[src/rtl/cmpd_pkg.sv]
package cmpd_pkg;

    localparam int OPW = 8;

    typedef enum logic [3:0] {
        F_NONE,
        F_SLO,
        F_RLA,
        F_SRE,
        F_RRA,
        F_ANC,
        F_ASR,
        F_AXS,
        F_JAM
    } fam_e;

    typedef enum logic [1:0] {
        S_IDLE,
        S_MODIFY,
        S_COMBINE,
        S_HALT
    } state_e;

    function automatic logic is_rmw(fam_e f);
        return (f == F_SLO) || (f == F_RLA) || (f == F_SRE) || (f == F_RRA);
    endfunction

endpackage

[src/rtl/cmpd_decode.sv]
module cmpd_decode
    import cmpd_pkg::*;
(
    input  logic [OPW-1:0] opcode,
    output fam_e           fam
);
    always_comb begin
        fam = F_NONE;
        if (!opcode[7] && opcode[3:0] == 4'h2) begin
            fam = F_JAM;
        end else if (!opcode[7] && opcode[1:0] == 2'b11 && opcode[4:2] != 3'b010) begin
            unique case (opcode[6:5])
                2'b00: fam = F_SLO;
                2'b01: fam = F_RLA;
                2'b10: fam = F_SRE;
                2'b11: fam = F_RRA;
                default: fam = F_NONE;
            endcase
        end else if (opcode == 8'h0B || opcode == 8'h2B) begin
            fam = F_ANC;
        end else if (opcode == 8'h4B) begin
            fam = F_ASR;
        end else if (opcode == 8'hCB) begin
            fam = F_AXS;
        end
    end
endmodule

[src/rtl/cmpd_modify.sv]
module cmpd_modify
    import cmpd_pkg::*;
#(
    parameter int DW = 8
) (
    input  fam_e          fam,
    input  logic [DW-1:0] opd,
    input  logic          cin,
    output logic [DW-1:0] mod,
    output logic          cout
);
    always_comb begin
        mod  = opd;
        cout = cin;
        unique case (fam)
            F_SLO: begin
                mod  = {opd[DW-2:0], 1'b0};
                cout = opd[DW-1];
            end
            F_RLA: begin
                mod  = {opd[DW-2:0], cin};
                cout = opd[DW-1];
            end
            F_SRE: begin
                mod  = {1'b0, opd[DW-1:1]};
                cout = opd[0];
            end
            F_RRA: begin
                mod  = {cin, opd[DW-1:1]};
                cout = opd[0];
            end
            default: begin
                mod  = opd;
                cout = cin;
            end
        endcase
    end
endmodule

[src/rtl/cmpd_combine.sv]
module cmpd_combine
    import cmpd_pkg::*;
#(
    parameter int DW = 8
) (
    input  fam_e          fam,
    input  logic [DW-1:0] a,
    input  logic [DW-1:0] x,
    input  logic [DW-1:0] b,
    input  logic          mcarry,
    input  logic          n,
    input  logic          v,
    input  logic          z,
    input  logic          c,
    output logic [DW-1:0] ao,
    output logic [DW-1:0] xo,
    output logic          no,
    output logic          vo,
    output logic          zo,
    output logic          co
);
    logic [DW:0]   wide;
    logic [DW-1:0] tmp;

    always_comb begin
        ao   = a;
        xo   = x;
        no   = n;
        vo   = v;
        zo   = z;
        co   = c;
        wide = '0;
        tmp  = '0;
        unique case (fam)
            F_SLO: begin
                ao = a | b;
                co = mcarry;
            end
            F_RLA: begin
                ao = a & b;
                co = mcarry;
            end
            F_SRE: begin
                ao = a ^ b;
                co = mcarry;
            end
            F_RRA: begin
                wide = {1'b0, a} + {1'b0, b} + {{DW{1'b0}}, mcarry};
                ao   = wide[DW-1:0];
                co   = wide[DW];
                vo   = ~(a[DW-1] ^ b[DW-1]) & (a[DW-1] ^ wide[DW-1]);
            end
            F_ANC: begin
                ao = a & b;
                co = ao[DW-1];
            end
            F_ASR: begin
                tmp = a & b;
                ao  = {1'b0, tmp[DW-1:1]};
                co  = tmp[0];
            end
            F_AXS: begin
                tmp  = a & x;
                wide = {1'b0, tmp} - {1'b0, b};
                xo   = wide[DW-1:0];
                co   = ~wide[DW];
            end
            default: begin
                ao = a;
            end
        endcase

        if (fam == F_AXS) begin
            no = xo[DW-1];
            zo = (xo == '0);
        end else if (fam != F_NONE && fam != F_JAM) begin
            no = ao[DW-1];
            zo = (ao == '0);
        end
    end
endmodule

[src/rtl/cmpd_exec_unit.sv]
module cmpd_exec_unit
    import cmpd_pkg::*;
#(
    parameter int DW = 8
) (
    input  logic           clk,
    input  logic           rst_n,
    input  logic           start,
    input  logic [OPW-1:0] opcode,
    input  logic [DW-1:0]  operand,
    input  logic [DW-1:0]  a_in,
    input  logic [DW-1:0]  x_in,
    input  logic           n_in,
    input  logic           v_in,
    input  logic           z_in,
    input  logic           c_in,
    output logic           done,
    output logic           mem_we,
    output logic [DW-1:0]  mem_wdata,
    output logic [DW-1:0]  a_out,
    output logic [DW-1:0]  x_out,
    output logic           n_out,
    output logic           v_out,
    output logic           z_out,
    output logic           c_out,
    output logic           halted
);
    state_e        state_q, state_d;
    fam_e          fam_dec, fam_q;
    logic [DW-1:0] op_q, a_q, x_q, m_q;
    logic          n_q, v_q, z_q, c_q, cm_q;

    logic [DW-1:0] mod_byte;
    logic          mod_carry;
    logic [DW-1:0] cmb_b, cmb_a, cmb_x;
    logic          cmb_n, cmb_v, cmb_z, cmb_c;

    cmpd_decode u_decode (
        .opcode (opcode),
        .fam    (fam_dec)
    );

    cmpd_modify #(.DW(DW)) u_modify (
        .fam  (fam_q),
        .opd  (op_q),
        .cin  (c_q),
        .mod  (mod_byte),
        .cout (mod_carry)
    );

    assign cmb_b = is_rmw(fam_q) ? m_q : op_q;

    cmpd_combine #(.DW(DW)) u_combine (
        .fam    (fam_q),
        .a      (a_q),
        .x      (x_q),
        .b      (cmb_b),
        .mcarry (cm_q),
        .n      (n_q),
        .v      (v_q),
        .z      (z_q),
        .c      (c_q),
        .ao     (cmb_a),
        .xo     (cmb_x),
        .no     (cmb_n),
        .vo     (cmb_v),
        .zo     (cmb_z),
        .co     (cmb_c)
    );

    always_comb begin
        state_d = state_q;
        unique case (state_q)
            S_IDLE: begin
                if (start) begin
                    if (fam_dec == F_JAM)     state_d = S_HALT;
                    else if (is_rmw(fam_dec)) state_d = S_MODIFY;
                    else                      state_d = S_COMBINE;
                end
            end
            S_MODIFY:  state_d = S_COMBINE;
            S_COMBINE: state_d = S_IDLE;
            S_HALT:    state_d = S_HALT;
            default:   state_d = S_IDLE;
        endcase
    end

    always_ff @(posedge clk or negedge rst_n) begin
        if (!rst_n) state_q <= S_IDLE;
        else        state_q <= state_d;
    end

    always_ff @(posedge clk or negedge rst_n) begin
        if (!rst_n) begin
            fam_q     <= F_NONE;
            op_q      <= '0;
            a_q       <= '0;
            x_q       <= '0;
            m_q       <= '0;
            n_q       <= 1'b0;
            v_q       <= 1'b0;
            z_q       <= 1'b0;
            c_q       <= 1'b0;
            cm_q      <= 1'b0;
            done      <= 1'b0;
            mem_we    <= 1'b0;
            mem_wdata <= '0;
            a_out     <= '0;
            x_out     <= '0;
            n_out     <= 1'b0;
            v_out     <= 1'b0;
            z_out     <= 1'b0;
            c_out     <= 1'b0;
            halted    <= 1'b0;
        end else begin
            done   <= 1'b0;
            mem_we <= 1'b0;
            unique case (state_q)
                S_IDLE: begin
                    if (start) begin
                        fam_q <= fam_dec;
                        op_q  <= operand;
                        a_q   <= a_in;
                        x_q   <= x_in;
                        n_q   <= n_in;
                        v_q   <= v_in;
                        z_q   <= z_in;
                        c_q   <= c_in;
                        cm_q  <= c_in;
                        if (fam_dec == F_JAM) halted <= 1'b1;
                    end
                end
                S_MODIFY: begin
                    m_q       <= mod_byte;
                    cm_q      <= mod_carry;
                    mem_we    <= 1'b1;
                    mem_wdata <= mod_byte;
                end
                S_COMBINE: begin
                    a_out <= cmb_a;
                    x_out <= cmb_x;
                    n_out <= cmb_n;
                    v_out <= cmb_v;
                    z_out <= cmb_z;
                    c_out <= cmb_c;
                    done  <= 1'b1;
                end
                S_HALT: begin
                    halted <= 1'b1;
                end
                default: begin
                    done <= 1'b0;
                end
            endcase
        end
    end

    // a write strobe is one cycle wide and is followed by completion
    a_r10_we_then_done: assert property (@(posedge clk) disable iff (!rst_n)
        mem_we |=> (done && !mem_we));

    // completion is a single-cycle pulse
    a_r10_done_pulse: assert property (@(posedge clk) disable iff (!rst_n)
        done |=> !done);

    // halt is sticky and silences the unit
    a_r8_halt_sticky: assert property (@(posedge clk) disable iff (!rst_n)
        halted |=> (halted && !done && !mem_we));

    // carry mirrors the accumulator sign after the AND-carry opcode
    a_r5_anc_carry: assert property (@(posedge clk) disable iff (!rst_n)
        (done && fam_q == F_ANC) |-> (c_out == a_out[DW-1]));

    // zero flag tracks the accumulator for accumulator-writing families
    a_r9_zero_tracks_a: assert property (@(posedge clk) disable iff (!rst_n)
        (done && fam_q != F_NONE && fam_q != F_AXS) |-> (z_out == (a_out == '0)));

    // unlisted opcodes hand the captured accumulator back untouched
    a_r11_passthrough: assert property (@(posedge clk) disable iff (!rst_n)
        (done && fam_q == F_NONE) |-> (a_out == a_q && x_out == x_q && c_out == c_q));

endmodule

[config.mk]
export PLATFORM = sky130hd
export DESIGN_NAME = cmpd_exec_unit
export DESIGN_NICKNAME = d
export VERILOG_FILES = /design/src/rtl/cmpd_pkg.sv /design/src/rtl/cmpd_decode.sv /design/src/rtl/cmpd_modify.sv /design/src/rtl/cmpd_combine.sv /design/src/rtl/cmpd_exec_unit.sv
export SDC_FILE = /design/constraint.sdc
export NUM_CORES = 1
export LEC_CHECK = 0
export BUFFER_PORTS_ARGS = -buffer_cell sky130_fd_sc_hd__buf_4
export CAP_MARGIN = 20
export CORE_UTILIZATION = 63
export CTS_BUF_LIST = sky130_fd_sc_hd__clkbuf_4 sky130_fd_sc_hd__clkbuf_8 sky130_fd_sc_hd__clkbuf_16
export DETAILED_ROUTE_END_ITERATION = 10
export PLACE_DENSITY = 0.93
export RECOVER_POWER = 50
export SYNTH_ARGS = -nofsm -noshare
export SYNTH_HDL_FRONTEND = slang
export SYNTH_SLANG_ARGS = --single-unit
[constraint.sdc]
create_clock -name clk -period 9.92 [get_ports clk]
set_clock_uncertainty 0.05 [all_clocks]
set_input_delay 1.984 -clock clk [delete_from_list [all_inputs] [get_ports clk]]
set_output_delay 1.984 -clock clk [all_outputs]
set_load 0.01 [all_outputs]
======== After elaboration in Yosys (flattened, before gate mapping) ========
Index checks and enable logic that the tools add are counted.
word-level totals
  register bits after elaboration ......... 66
  logic and storage cells ................. 114
  input bits .............................. 39
  output and inout port bits .............. 31
cells by class
  bitwise logic cells ..................... 9
  add/sub/neg operators ................... 3
  reductions and logical operators ........ 26
  multiplexer cells ....................... 28
  equal/unequal tests ..................... 28
operators with widths
  cell                  number
  $pmux W8 S5           1
  $pmux W8 S4           1
  $eq A4 B2 Y1 const B  5
  $eq A4 B3 Y1 const B  5
  $and A8 B8 Y8         2
  $logic_not A8 Y1      2
  $mux W4               4
  $mux W8               2
  $pmux W4 S4           1
  $eq A2 B2 Y1 const B  5
  $mux W1               10
  $add A8 B8 Y9         1
  $add A9 B1 Y9         1
  $sub A8 B8 Y9         1
  $eq A4 B1 Y1 const B  2
  $eq A8 B4 Y1 const B  1
  $eq A8 B6 Y1 const B  1
  $eq A8 B7 Y1 const B  1
  $eq A8 B8 Y1 const B  1
  $or A8 B8 Y8          1
  $pmux W2 S4           1
  $xor A8 B8 Y8         1
  $logic_or A1 B1 Y1    7
  $mux W2               3
  20 further kinds      34

======== Logic depth before layout (Yosys ltp) ========
Gate-level depths: netlist (run 1).
  word-level depth ........................ 14
  mapped depth ............................ 18
  gate-level depth less buffers ........... 14

======== Cells and area by module ========
From an unflattened synthesis (run 1), not the netlist that was laid out.
second synthesis, totals
  cell total of the unflattened synthesis .. 476
  area, all modules ....................... 4933.5 um^2
by module, submodules not included
  module          instances  sequential area each (um^2)  cells an instance  area an instance (um^2)
  cmpd_exec_unit  1          1651.6                       164                2641.3
  cmpd_combine    1          0.0                          257                1833.0
  cmpd_modify     1          0.0                          38                 306.5
  cmpd_decode     1          0.0                          17                 152.6

======== Worst setup path before layout (run 1) ========
No wires, ideal clock.
  path kind ............................... register to register
  start point ............................. register fam_q[0]
  end point ............................... register z_out
  slack ................................... 6.133 ns
  library setup time ...................... 0.124 ns
  data required time ...................... 9.746 ns
  data arrival time ....................... 3.613 ns
  buffers on the path ..................... 3
  clock period less this slack ............ 3.787 ns
  stages on the path, launching flop included .. 18
  cell sequence ........................... dfrtp_1 buf_6 nor3_2 or3b_2 buf_2 buf_2 nand2_1 nand2_1 inv_1 fa_1 fa_1 nand2b_1 a211oi_1 o21ai_0 nor3b_1 o31ai_1 nor4_1 a211o_1
on the way
  longest elaborated chain between the ends .. 11
  elaborated cells between the ends (all ways) .. 27
  classes of those cells .................. 3 x add/sub; 8 x eq/ne; 5 x mux; 3 x bitwise; 8 x reduce/logical
RTL lines
  item                                          RTL line                            text
  from (decl)                                   cmpd_exec_unit.sv:29                fam_e fam_dec, fam_q;
  from (signal assigned)                        cmpd_exec_unit.sv:121               fam_q <= fam_dec;
  $eq A4 B1 Y1 or $eq A4 B2 Y1 (tied branches)  cmpd_pkg.sv:25, cmpd_combine.sv:34
  $logic_or A1 B1 Y1 (3 in series)              cmpd_pkg.sv:25                      return (f == F_SLO) || (f == F_RLA) || (f == F_SRE) || (f == F_RRA);
  $mux W8                                       cmpd_exec_unit.sv:51                assign cmb_b = is_rmw(fam_q) ? m_q : op_q;
  $add A8 B8 Y9                                 cmpd_combine.sv:48                  wide = {1'b0, a} + {1'b0, b} + {{DW{1'b0}}, mcarry};
  $add A9 B1 Y9                                 cmpd_combine.sv:48
  $pmux W8 S5                                   cmpd_combine.sv:34                  unique case (fam)
  $logic_not A8 Y1                              cmpd_combine.sv:78                  zo = (ao == '0);
  $mux W1                                       cmpd_combine.sv:76                  end else if (fam != F_NONE && fam != F_JAM) begin
  $mux W1 *                                     cmpd_combine.sv:73                  if (fam == F_AXS) begin
  to (signal assigned)                          cmpd_exec_unit.sv:144               z_out <= cmb_z;
  to (decl)                                     cmpd_exec_unit.sv:24                output logic z_out,
Every way passes the cells marked *; elsewhere a longest branch is shown, timed or not.
A chain may end at the register's enable or synchronous reset.

======== Final worst setup path (run 1) ========
  start point ............................. register fam_q[2]
  end point ............................... register z_out
The elaborated chain is that of the path after synthesis.

==> run summary, run 1 <==
Post-CTS setup buffers: 0
Crit path kind: flip-flop to flip-flop
Synthesized netlist net count: 667
Placed cell area: 5210 um^2
Hpwl dp: 9890 um
Area share of the largest cell type after synthesis: 35.06%
Clock Pin Slew Worst Setup and Hold Paths: 0.07 ns
Slew headroom: -129.9%
Synth Instances: 598
CP arrival: 5.29 ns
Initial antenna violation count: 0
Setup_tns: 0 ns
Fmax: 0.1962 GHz
Failing checks: max-capacitance violations, max-slew violations
Final #Nets: 720
Hold-fix buffers, CTS: 0
Ys async rst share: 100.0%
Post-route ant nets: 0
Synthesized cell area: 4711 um^2
Hold path depth: 2
H-tree Lvls: 3
Total grt overflow: 0
Via count of the first global-routing pass: 4275
Setup crit end kind: flip-flop
Max_cap viols: 1
Final setup fails: 0
GRT Util Overall: 36.49%
Largest area contributor in the netlist: dfrtp_1
Post-DR vias/cell: 6.110
Final wirelength: 13710 um
Worst Path Required: 10.11 ns
Post-layout util: 74.37%
PnR worst setup slack: 4.823 ns
Number of synthesized flops with an enable pin: 0
Synth unique cells: 64
Pre-antenna DRT Iters: 5
Initial cell density of the core: 64.95%
IO buf count: 69
Clock root buffer: clkbuf_8
Iteration-0 DRC Markers: 386
Drt wl/cell: 18.16 um
Total core area: 7253 um^2
Post-synthesis register bit count: 66
Global-route wire length before repair: 21110 um
DP Worst Slack: 5.315 ns
Crit share post-route: 51.38%
Worst r2r path cells: 14
Die Width: 88.47 um
Clock latency at the later pin of the worst-skew pair: 0.36 ns
Largest net degree at the start of global routing: 67
N_diodes: 0
Worst hold endpoint: a_out[0]$_DFFE_PN0P_
Capture point of the worst reg-to-reg path: z_out$_DFFE_PN0P_
Full die area: 7827 um^2
CTS tree: done
Layout filler cell count: 580
CTS Sinks: 66
Post-cts resize count: 0
Top cells by count, synth: 138 x nand2_1, 66 x dfrtp_1, 53 x nor2_1, 46 x a21oi_1, 42 x o21ai_0
Layout cell share with drive strength beyond 1: 15.85%
Hold wc startpoint: a_out[0]$_DFFE_PN0P_
Type of origin of the critical path: flip-flop
Most common cell in the synthesized netlist: nand2_1
Clock tree buffer depth: 2
GPL Wtd Cong: 0.9202
HP Class: flip-flop to flip-flop
R2R Setup Slk: 4.82 ns
RSZ-0062 raised after global routing: no
Outcome: finished with violations
Final min period: 5.097 ns
Fraction of the yosys area taken by sequential cells: 35.06%
Worst VDD drop: 0.1585 mV
Non-filler instance count after layout: 755
Area delta synth->final: 14.50%
Measured slew at the worst slew-check pin: 3.448 ns
Max FO, Critical Path: 28
Largest cells by area after synthesis: dfrtp_1 35%, nand2_1 11%, ha_1 7.2%
Die height: 88.47 um
Total CTS buffers: 9
Lkg Pwr: 2.529 nW
Yosys synthesis warning count: 0
DRC viols: 0
Hold Vio Cnt, Final: 0
Most used DFF post-synth: dfrtp_1
Final Cell Area: 5394 um^2
Placed cell count: 737
Pwr/cell area: 266.3 nW/um^2
Slew Viols, Final: 67
R2R Path Start: fam_q[2]$_DFFE_PN0P_
Site row count: 31
I/O pins: 70
Syn avg cell area: 7.878 um^2
Vias: 4613
## cells by family after synthesis
logic type                 count (synthesis)  share of synthesized area (%)
DFF                                       66                          35.06
AOI/OAI and AO/OA                        156                          20.64
adders and majority gates                 30                          8.446
buffers and inverters                     64                          6.241
xor gates and xnor gates                   7                          1.301
and+or+nand+nor                          262                          25.50
muxes                                     13                          2.815
## placed cells by master, fill, tap and decap left out, drive strengths merged, types with 3 or more instances in the layout
| cell type | netlist | final |
|---|---|---|
| nand2 | 139 | 139 |
| buf | 17 | 72 |
| dfrtp | 66 | 66 |
| nor2 | 53 | 53 |
| a21oi | 46 | 46 |
| o21ai | 44 | 44 |
| inv | 29 | 30 |
| ha | 27 | 27 |
| a211oi | 13 | 13 |
| clkbuf | 16 | 13 |
| mux2i | 11 | 11 |
| nand2b | 11 | 11 |
| and2 | 9 | 9 |
| a22oi | 9 | 9 |
| nor2b | 9 | 9 |
| nor3b | 8 | 8 |
| nand3 | 8 | 8 |
| a31oi | 6 | 6 |
| nand3b | 5 | 5 |
| xor2 | 5 | 5 |
| and3 | 5 | 5 |
| o31ai | 5 | 5 |
| o22ai | 5 | 5 |
| nor3 | 4 | 4 |
| o21a | 4 | 4 |
| clkinv | 2 | 4 |
| nor4b | 3 | 3 |
| o32ai | 3 | 3 |
| a21o | 3 | 3 |
| fa | 3 | 3 |
| clkinvlp | 0 | 3 |
| a31o | 3 | 3 |
## worst max-delay path, cell delays in order (launching register included)
cell	delay (ns)
dfrtp_1	0.70
nor3_1	0.98
or3b_1	0.61
nand2_1	0.11
nand2_1	0.15
inv_1	0.09
fa_1	0.42
fa_1	0.41
nand2b_1	0.18
a211oi_1	0.23
o21ai_0	0.13
nor3b_1	0.16
o31ai_1	0.33
nor4_1	0.13
a211o_1	0.30
## sequential cells by signal, summed over array words and instances, names as in the netlist
name and cells:
n_q 1, fam_q 4, v_q 1, v_out 1
a_q 8, c_q 1, x_q 8, cm_q 1
a_out 8, c_out 1, mem_we 1, n_out 1
op_q 8, state_q 2, z_q 1, done 1
halted 1, m_q 8, x_out 8, z_out 1
## stage by stage
stage               total power, mW  hold WS (ns)
floorplan                    0.9414        0.3953
global placement              1.190        0.4080
detailed placement            1.208        0.4212
CTS                           1.422        0.4376
global route                  1.539        0.4726
finish                        1.437        0.4311
## worst max-delay path by stage
stage / slack (ns) / start / endpoint
after global placement: 5.48 / fam_q[2]$_DFFE_PN0P_ / z_out$_DFFE_PN0P_
after detailed placement: 5.31 / fam_q[2]$_DFFE_PN0P_ / z_out$_DFFE_PN0P_
final: 4.82 / fam_q[2]$_DFFE_PN0P_ / z_out$_DFFE_PN0P_
after CTS: 5.23 / fam_q[2]$_DFFE_PN0P_ / z_out$_DFFE_PN0P_
after floorplan: 6.13 / fam_q[0]$_DFFE_PN0P_ / z_out$_DFFE_PN0P_
after global routing: 4.39 / rst_n / a_out[7]$_DFFE_PN0P_
## final cells by class
cell class | instances | area (um^2) | share of cell area, %
Multi-Input combinational cell | 468 | 2760 | 51.17
Sequential cell | 66 | 1652 | 30.62
Timing Repair Buffer | 75 | 563.0 | 10.44
Clock buffer | 10 | 137.6 | 2.552
Tap cell | 99 | 123.9 | 2.296
Inverter | 31 | 116.4 | 2.157
Clock inverter | 6 | 41.29 | 0.7655
## metal layers
| layer | track usage (%) | routed length (um) |
|---|---|---|
| met5 | 0 | 0 |
| met4 | 18.04 | 456 |
| met3 | 6.996 | 1109 |
| met2 | 58.32 | 6385 |
| met1 | 47.51 | 5759 |
## where the power goes
part | switching, mW | total, mW | leakage, nW | internal (mW)
registers | 0.100 | 0.467 | 0.809 | 0.367
clock network | 0.114 | 0.212 | 0.0847 | 0.0973
logic | 0.436 | 0.758 | 1.64 | 0.322
No activity file was read; power rests on OpenSTA's default activity.
==> run 2: changes to the inputs <==
ABC_AREA = 1   (was unset)
CORE_UTILIZATION = 52   (was 63)
PLACE_DENSITY = 0.83   (was 0.93)
clock period = 4.2 ns   (was 9.92 ns; I/O delays follow)
==> run 2 against run 1 <==
The run still ends with max-capacitance violations, max-slew violations left. Global-route usage is 6.1 points lower. Hold slack improved by 0.0052 ns. Sequential power increased by 130%. Die area increased by 15%. Combinational power grew to 3.2 times the previous value. Critical path depth up 8. Via count fell by 4.8%. Power rose to 2.9 times the previous value. First-iteration DRC count decreased by 15%. Critical endpoint unchanged. Largest cell class unchanged.
==> run summary, run 2 <==
Hold wc startpoint: x_out[3]$_DFFE_PN0P_
Most frequent cells in the layout: 189 x nand2_1, 84 x inv_1, 66 x dfrtp_1
Crit share post-route: 90.63%
Iteration-0 DRC Markers: 327
Crit path kind: flip-flop to flip-flop
Hold Vio Cnt, Final: 0
Clock tree buffer depth: 2
Worst VDD drop: 0.3897 mV
Simple-gate share of the synthesized area: 32.23%
Synthesized netlist net count: 694
Clock Pin Slew Worst Setup and Hold Paths: 0.07 ns
Ys async rst share: 100.0%
Post-cts resize count: 0
Largest cells by area after synthesis: dfrtp_1 37%, nand2_1 16%, ha_1 7.5%
Compound-Gate Fraction of Synth Area: 12.31%
Synth unique cells: 40
Capture point of the worst reg-to-reg path: z_out$_DFFE_PN0P_
CTS Sinks: 66
Via count of the first global-routing pass: 4281
Type of origin of the critical path: flip-flop
Fraction of the yosys area taken by sequential cells: 36.68%
Largest net degree at the start of global routing: 67
Post-synthesis register bit count: 66
Worst Path Required: 4.44 ns
Setup_tns: 0 ns
Multiplexer share of the synthesized area: 0%
Final #Nets: 763
Post-CTS setup buffers: 0
CP arrival: 4.04 ns
Final setup fails: 0
Hold path depth: 2
Pre-antenna DRT Iters: 5
Slew Viols, Final: 67
Largest family of logic cells by synthesized area: simple AND/OR/NAND/NOR gates
Setup crit end kind: flip-flop
Layout cell share with drive strength beyond 1: 15.74%
Vias: 4392
Fmax: 0.2627 GHz
Final wirelength: 12530 um
I/O pins: 70
Post-layout util: 63.40%
Total core area: 8299 um^2
Initial antenna violation count: 0
Full die area: 9035 um^2
N_diodes: 0
Clock latency at the later pin of the worst-skew pair: 0.35 ns
H-tree Lvls: 3
Final min period: 3.807 ns
Area share of the largest cell type after synthesis: 36.68%
Top cells by count, synth: 189 x nand2_1, 84 x inv_1, 66 x dfrtp_1, 51 x o21ai_0, 48 x nand3_1
Layout filler cell count: 762
Max_cap viols: 1
Max FO, Critical Path: 15
Total grt overflow: 0
Site row count: 33
Commonest non-fill, non-tap cell in the layout: nand2_1
Initial cell density of the core: 54.26%
R2R Setup Slk: 0.39 ns
Drt wl/cell: 15.58 um
Die height: 95.06 um
Yosys synthesis warning count: 0
Synth Instances: 625
GPL Wtd Cong: 1.004
Post-route ant nets: 0
Total CTS buffers: 9
RSZ-0062 raised after global routing: no
Synthesized-area fraction occupied by adder cells: 8.836%
CTS tree: done
Number of synthesized flops with an enable pin: 0
Hpwl dp: 9707 um
Largest area contributor in the netlist: dfrtp_1
Outcome: finished with violations
Syn avg cell area: 7.205 um^2
Synthesized cell area: 4503 um^2
Die Width: 95.06 um
DP Worst Slack: 0.4738 ns
Non-filler instance count after layout: 804
Most used DFF post-synth: dfrtp_1
Post-DR vias/cell: 5.463
Hold-fix buffers, CTS: 0
Synth Area in XOR/XNOR: 0.9725%
Worst r2r path cells: 22
Slew headroom: -9.517%
GRT Util Overall: 30.38%
Worst hold endpoint: x_out[3]$_DFFE_PN0P_
Most common cell in the synthesized netlist: nand2_1
Pwr/cell area: 780.1 nW/um^2
IO buf count: 69
Area delta synth->final: 16.84%
DRC viols: 0
Global-route wire length before repair: 20810 um
R2R Path Start: fam_q[3]$_DFFE_PN0P_
Lkg Pwr: 2.855 nW
PnR worst setup slack: 0.3934 ns
Clock root buffer: clkbuf_8
Failing checks: max-capacitance violations, max-slew violations
Placed cell count: 788
HP Class: flip-flop to flip-flop
Measured slew at the worst slew-check pin: 1.643 ns
run 2: layer usage:
| layer | vias to the layer above | global-route usage (%) | routed length (um) |
|---|---|---|---|
| met3 | 24 | 4.545 | 708 |
| met4 | 0 | 8.712 | 274 |
| met1 | 2076 | 40.68 | 5599 |
| met2 | 155 | 50.96 | 5943 |
| met5 | - | 0 | 0 |
| li1 | 2137 | - | - |
run 2: final cells by class:
class                      count  area (um^2)  area share [%]
multi-input combinational    456         2447           46.52
sequential                    66         1652           31.39
timing repair buffer          71        481.7           9.156
inverter                      90        340.3           6.468
clock buffer                  12        158.9           3.020
tap                          105        131.4           2.497
clock inverter                 4        50.05          0.9512
run 2: through the flow:
step / hold slack [ns] / area [um^2] / total power [mW]
after CTS: 0.4365 / 5313 / 4.119
after detailed placement: 0.4169 / 5104 / 3.540
after global placement: 0.4016 / 5104 / 3.487
final: 0.4362 / 5261 / 4.104
after global routing: 0.4658 / 5261 / 4.485
after floorplan: 0.3914 / 4503 / 2.761
run 2: logic make-up (layout without fill, tap and decap cells):
| family | count (synthesis) | count (layout) |
|---|---|---|
| and+or+nand+nor | 322 | 322 |
| buffers and inverters | 103 | 177 |
| AOI/OAI and AO/OA | 99 | 99 |
| DFF | 66 | 66 |
| adders and majority gates | 30 | 30 |
| xor gates and xnor gates | 5 | 5 |
run 2: worst max-delay path, stage by stage (launching register included):
cell and delay [ns]:
dfrtp_1 0.48, nor2_4 0.37, nand2_4 0.13, nand2_2 0.15, nor2_4 0.07, inv_2 0.21
nand2_1 0.09, o21a_1 0.16, fa_1 0.46, fa_1 0.45, inv_1 0.07, nand2_1 0.06
nand2_1 0.06, nor2_1 0.04, a21oi_1 0.12, nand3_1 0.10, nor2_2 0.15, nand2_1 0.06
nor2_1 0.17, nand3_1 0.13, nand2_1 0.07, nand2_1 0.05, nand2_1 0.05
run 2: how the worst max path moves through the flow:
stage                          from                end  slack [ns]  cells past startpoint
2_1_floorplan  fam_q[3]$_DFFE_PN0P_  z_out$_DFFE_PN0P_        1.02                     23
3_3_place_gp   fam_q[3]$_DFFE_PN0P_  z_out$_DFFE_PN0P_        0.52                     22
3_5_place_dp   fam_q[3]$_DFFE_PN0P_  z_out$_DFFE_PN0P_        0.47                     21
4_1_cts        fam_q[3]$_DFFE_PN0P_  z_out$_DFFE_PN0P_        0.45                     22
5_1_grt        fam_q[3]$_DFFE_PN0P_  z_out$_DFFE_PN0P_        0.14                     21
6_report       fam_q[3]$_DFFE_PN0P_  z_out$_DFFE_PN0P_        0.39                     22
run 2: report_power, final:
group,internal [mW],leakage (nW),switching [mW]
clock,0.312,0.102,0.259
combinational,0.874,1.93,1.57
sequential,0.884,0.821,0.202
total,2.07,2.86,2.03
==> run 3: changes to the inputs <==
CORE_UTILIZATION = 53   (was 52)
PLACE_DENSITY = 0.84   (was 0.83)
REMOVE_ABC_BUFFERS = 1   (was unset)
SYNTH_HIERARCHICAL = 1   (was unset)
==> run 3 against run 2 <==
The run still ends with max-capacitance violations, max-slew violations left. Synthesized area is 9.1% higher. Worst setup slack gained 0.57 ns. Via count increased by 12%. Clock-buffer cell count fell by 2. Sequential cell count stayed put. Synthesized cell count grew 18%. Die area up 6.9%. Non-clock buffer count decreased by 1. Wire length rose by 3.5%. Critical path depth unchanged. Global-route usage shrank 2.5 points. Critical path type unchanged. Largest cell class unchanged.
==> run summary, run 3 <==
Layout cell share with drive strength beyond 1: 14.32%
Largest cells by area after synthesis: dfrtp_1 34%, nand2_1 26%, nand3_1 7.5%
Site row count: 34
Clock Pin Slew Worst Setup and Hold Paths: 0.08 ns
Die height: 98.29 um
Sequential Power Share: 28.5%
Clock latency at the later pin of the worst-skew pair: 0.36 ns
Post-route ant nets: 0
Placed cell area: 5465 um^2
IO buf count: 69
Setup crit end kind: flip-flop
Number of synthesized flops with an enable pin: 0
PnR worst setup slack: 0.9647 ns
Synthesized cell area: 4913 um^2
Slew headroom: -9.317%
RSZ-0062 raised after global routing: no
Net switching fraction of the power: 47.62%
Post-DR vias/cell: 5.350
Most frequent cells in the layout: 342 x nand2_1, 82 x inv_1, 74 x nand3_1
Synth unique cells: 38
Clock root buffer: clkbuf_8
H-tree Lvls: 3
Crit path kind: flip-flop to flip-flop
Post-layout util: 64.23%
Top cells by count, synth: 341 x nand2_1, 80 x inv_1, 74 x nand3_1, 66 x dfrtp_1, 37 x nor2_1
Max FO, Critical Path: 12
HP Class: flip-flop to flip-flop
Slew Viols, Final: 67
Measured slew at the worst slew-check pin: 1.640 ns
Die Width: 98.29 um
Max_cap viols: 1
Ys async rst share: 100.0%
Worst VDD drop: 0.3477 mV
Hold Vio Cnt, Final: 0
N_diodes: 0
Fraction of the yosys area taken by sequential cells: 33.61%
Initial cell density of the core: 55.53%
Lkg Pwr: 3.282 nW
Yosys synthesis warning count: 6
I/O pins: 70
Setup_tns: 0 ns
Pwr/cell area: 694.4 nW/um^2
Global-route wire length before repair: 21580 um
Crit share post-route: 77.03%
Type of origin of the critical path: flip-flop
Syn avg cell area: 6.649 um^2
Drt wl/cell: 14.12 um
Clock network fraction of design power: 15.7%
Vias: 4911
Commonest non-fill, non-tap cell in the layout: nand2_1
Hpwl dp: 9739 um
Final setup fails: 0
Internal power: 2.067 mW
Largest area contributor in the netlist: dfrtp_1
Worst Path Required: 4.39 ns
Clock tree buffer depth: 2
Via count of the first global-routing pass: 4616
Layout filler cell count: 821
Total core area: 8848 um^2
Final Cell Area: 5683 um^2
Full die area: 9660 um^2
GPL Wtd Cong: 0.9661
DRC viols: 0
Post-cts resize count: 0
Most used DFF post-synth: dfrtp_1
Pre-antenna DRT Iters: 8
Synth Instances: 739
Largest net degree at the start of global routing: 67
Logic pwr share: 55.8%
CTS tree: done
Fmax: 0.3091 GHz
Switching power: 1.879 mW
Hold-fix buffers, CTS: 0
Iteration-0 DRC Markers: 404
Post-CTS setup buffers: 0
Initial antenna violation count: 0
CTS Sinks: 66
Area delta synth->final: 15.66%
Final #Nets: 874
GRT Util Overall: 27.88%
Total grt overflow: 0
Total CTS buffers: 9
Final min period: 3.235 ns
DP Worst Slack: 1.044 ns
Failing checks: max-capacitance violations, max-slew violations
Final wirelength: 12960 um
Total power: 3.946 mW
Outcome: finished with violations
Post-synthesis register bit count: 66
Most common cell in the synthesized netlist: nand2_1
Area share of the largest cell type after synthesis: 33.61%
CP arrival: 3.43 ns
## run 3: path summary, 6_finish.rpt
check                      cells past startpoint  slack [ns]                  from                   end
max                                           22        0.96  fam_q[1]$_DFFE_PN0P_     z_out$_DFFE_PN0P_
min reg2reg                                    2        0.43    halted$_DFFE_PN0P_    halted$_DFFE_PN0P_
min in group asynchronous                      1        0.82                 rst_n    a_q[7]$_DFFE_PN0P_
max reg2reg                                   22        0.96  fam_q[1]$_DFFE_PN0P_     z_out$_DFFE_PN0P_
max in group asynchronous                      1        2.26                 rst_n  fam_q[3]$_DFFE_PN0P_
min                                            2        0.43    halted$_DFFE_PN0P_    halted$_DFFE_PN0P_
## run 3: layer usage
metal | global-route usage, % | vias up | share of wire [%]
met5 | 0 | - | 0
li1 | - | 2440 | -
met3 | 4.653 | 18 | 6.4
met2 | 45.56 | 201 | 47
met1 | 37.47 | 2252 | 45
met4 | 9.759 | 0 | 1.3
## run 3: critical path, cell delays in order (launching register included)
cell	delay, ns
dfrtp_1	0.57
nor2_2	0.21
nand3b_4	0.15
nand2_4	0.13
nand2_1	0.06
nand2_1	0.15
fa_1	0.21
inv_1	0.05
fa_1	0.44
inv_1	0.13
nand2_1	0.07
nand2_1	0.09
nand3_1	0.07
nand3_1	0.07
nand3_1	0.09
a21oi_2	0.19
nor2_1	0.06
nand3_1	0.07
nand2_1	0.05
nand2_1	0.06
nand2_1	0.05
nand2_1	0.06
nand2_1	0.05
## run 3: kinds of logic after synthesis
group,Yosys count,synth area share (%)
compound gates,33,4.075
xor+xnor,5,0.8914
fa+ha+maj,30,8.098
buf+inv,102,8.913
flops,66,33.61
simple gates,503,44.41
## run 3: through the flow
stage,cells,hold WS (ns)
after global placement,902,0.3969
after global routing,918,0.4617
final,918,0.4303
after floorplan,724,0.3936
after CTS,918,0.4326
after detailed placement,902,0.4135
## run 3: area by class of cell
type / count / area [um^2] / share of cell area (%)
Clock buffer: 10 / 137.6 / 2.422
Clock inverter: 6 / 90.09 / 1.585
Inverter: 87 / 327.8 / 5.768
Multi-Input combinational cell: 571 / 2821 / 49.65
Sequential cell: 66 / 1652 / 29.06
Tap cell: 108 / 135.1 / 2.378
Timing Repair Buffer: 70 / 519.2 / 9.137
## run 3: power groups by stage
stage               combinational (mW)  clock, mW  sequential (mW)
detailed placement                2.17          0             1.13
CTS                               2.18      0.630             1.12
global placement                  2.12          0             1.13
floorplan                         1.46          0             1.12
global route                      2.49      0.662             1.15
finish                            2.20      0.618             1.12
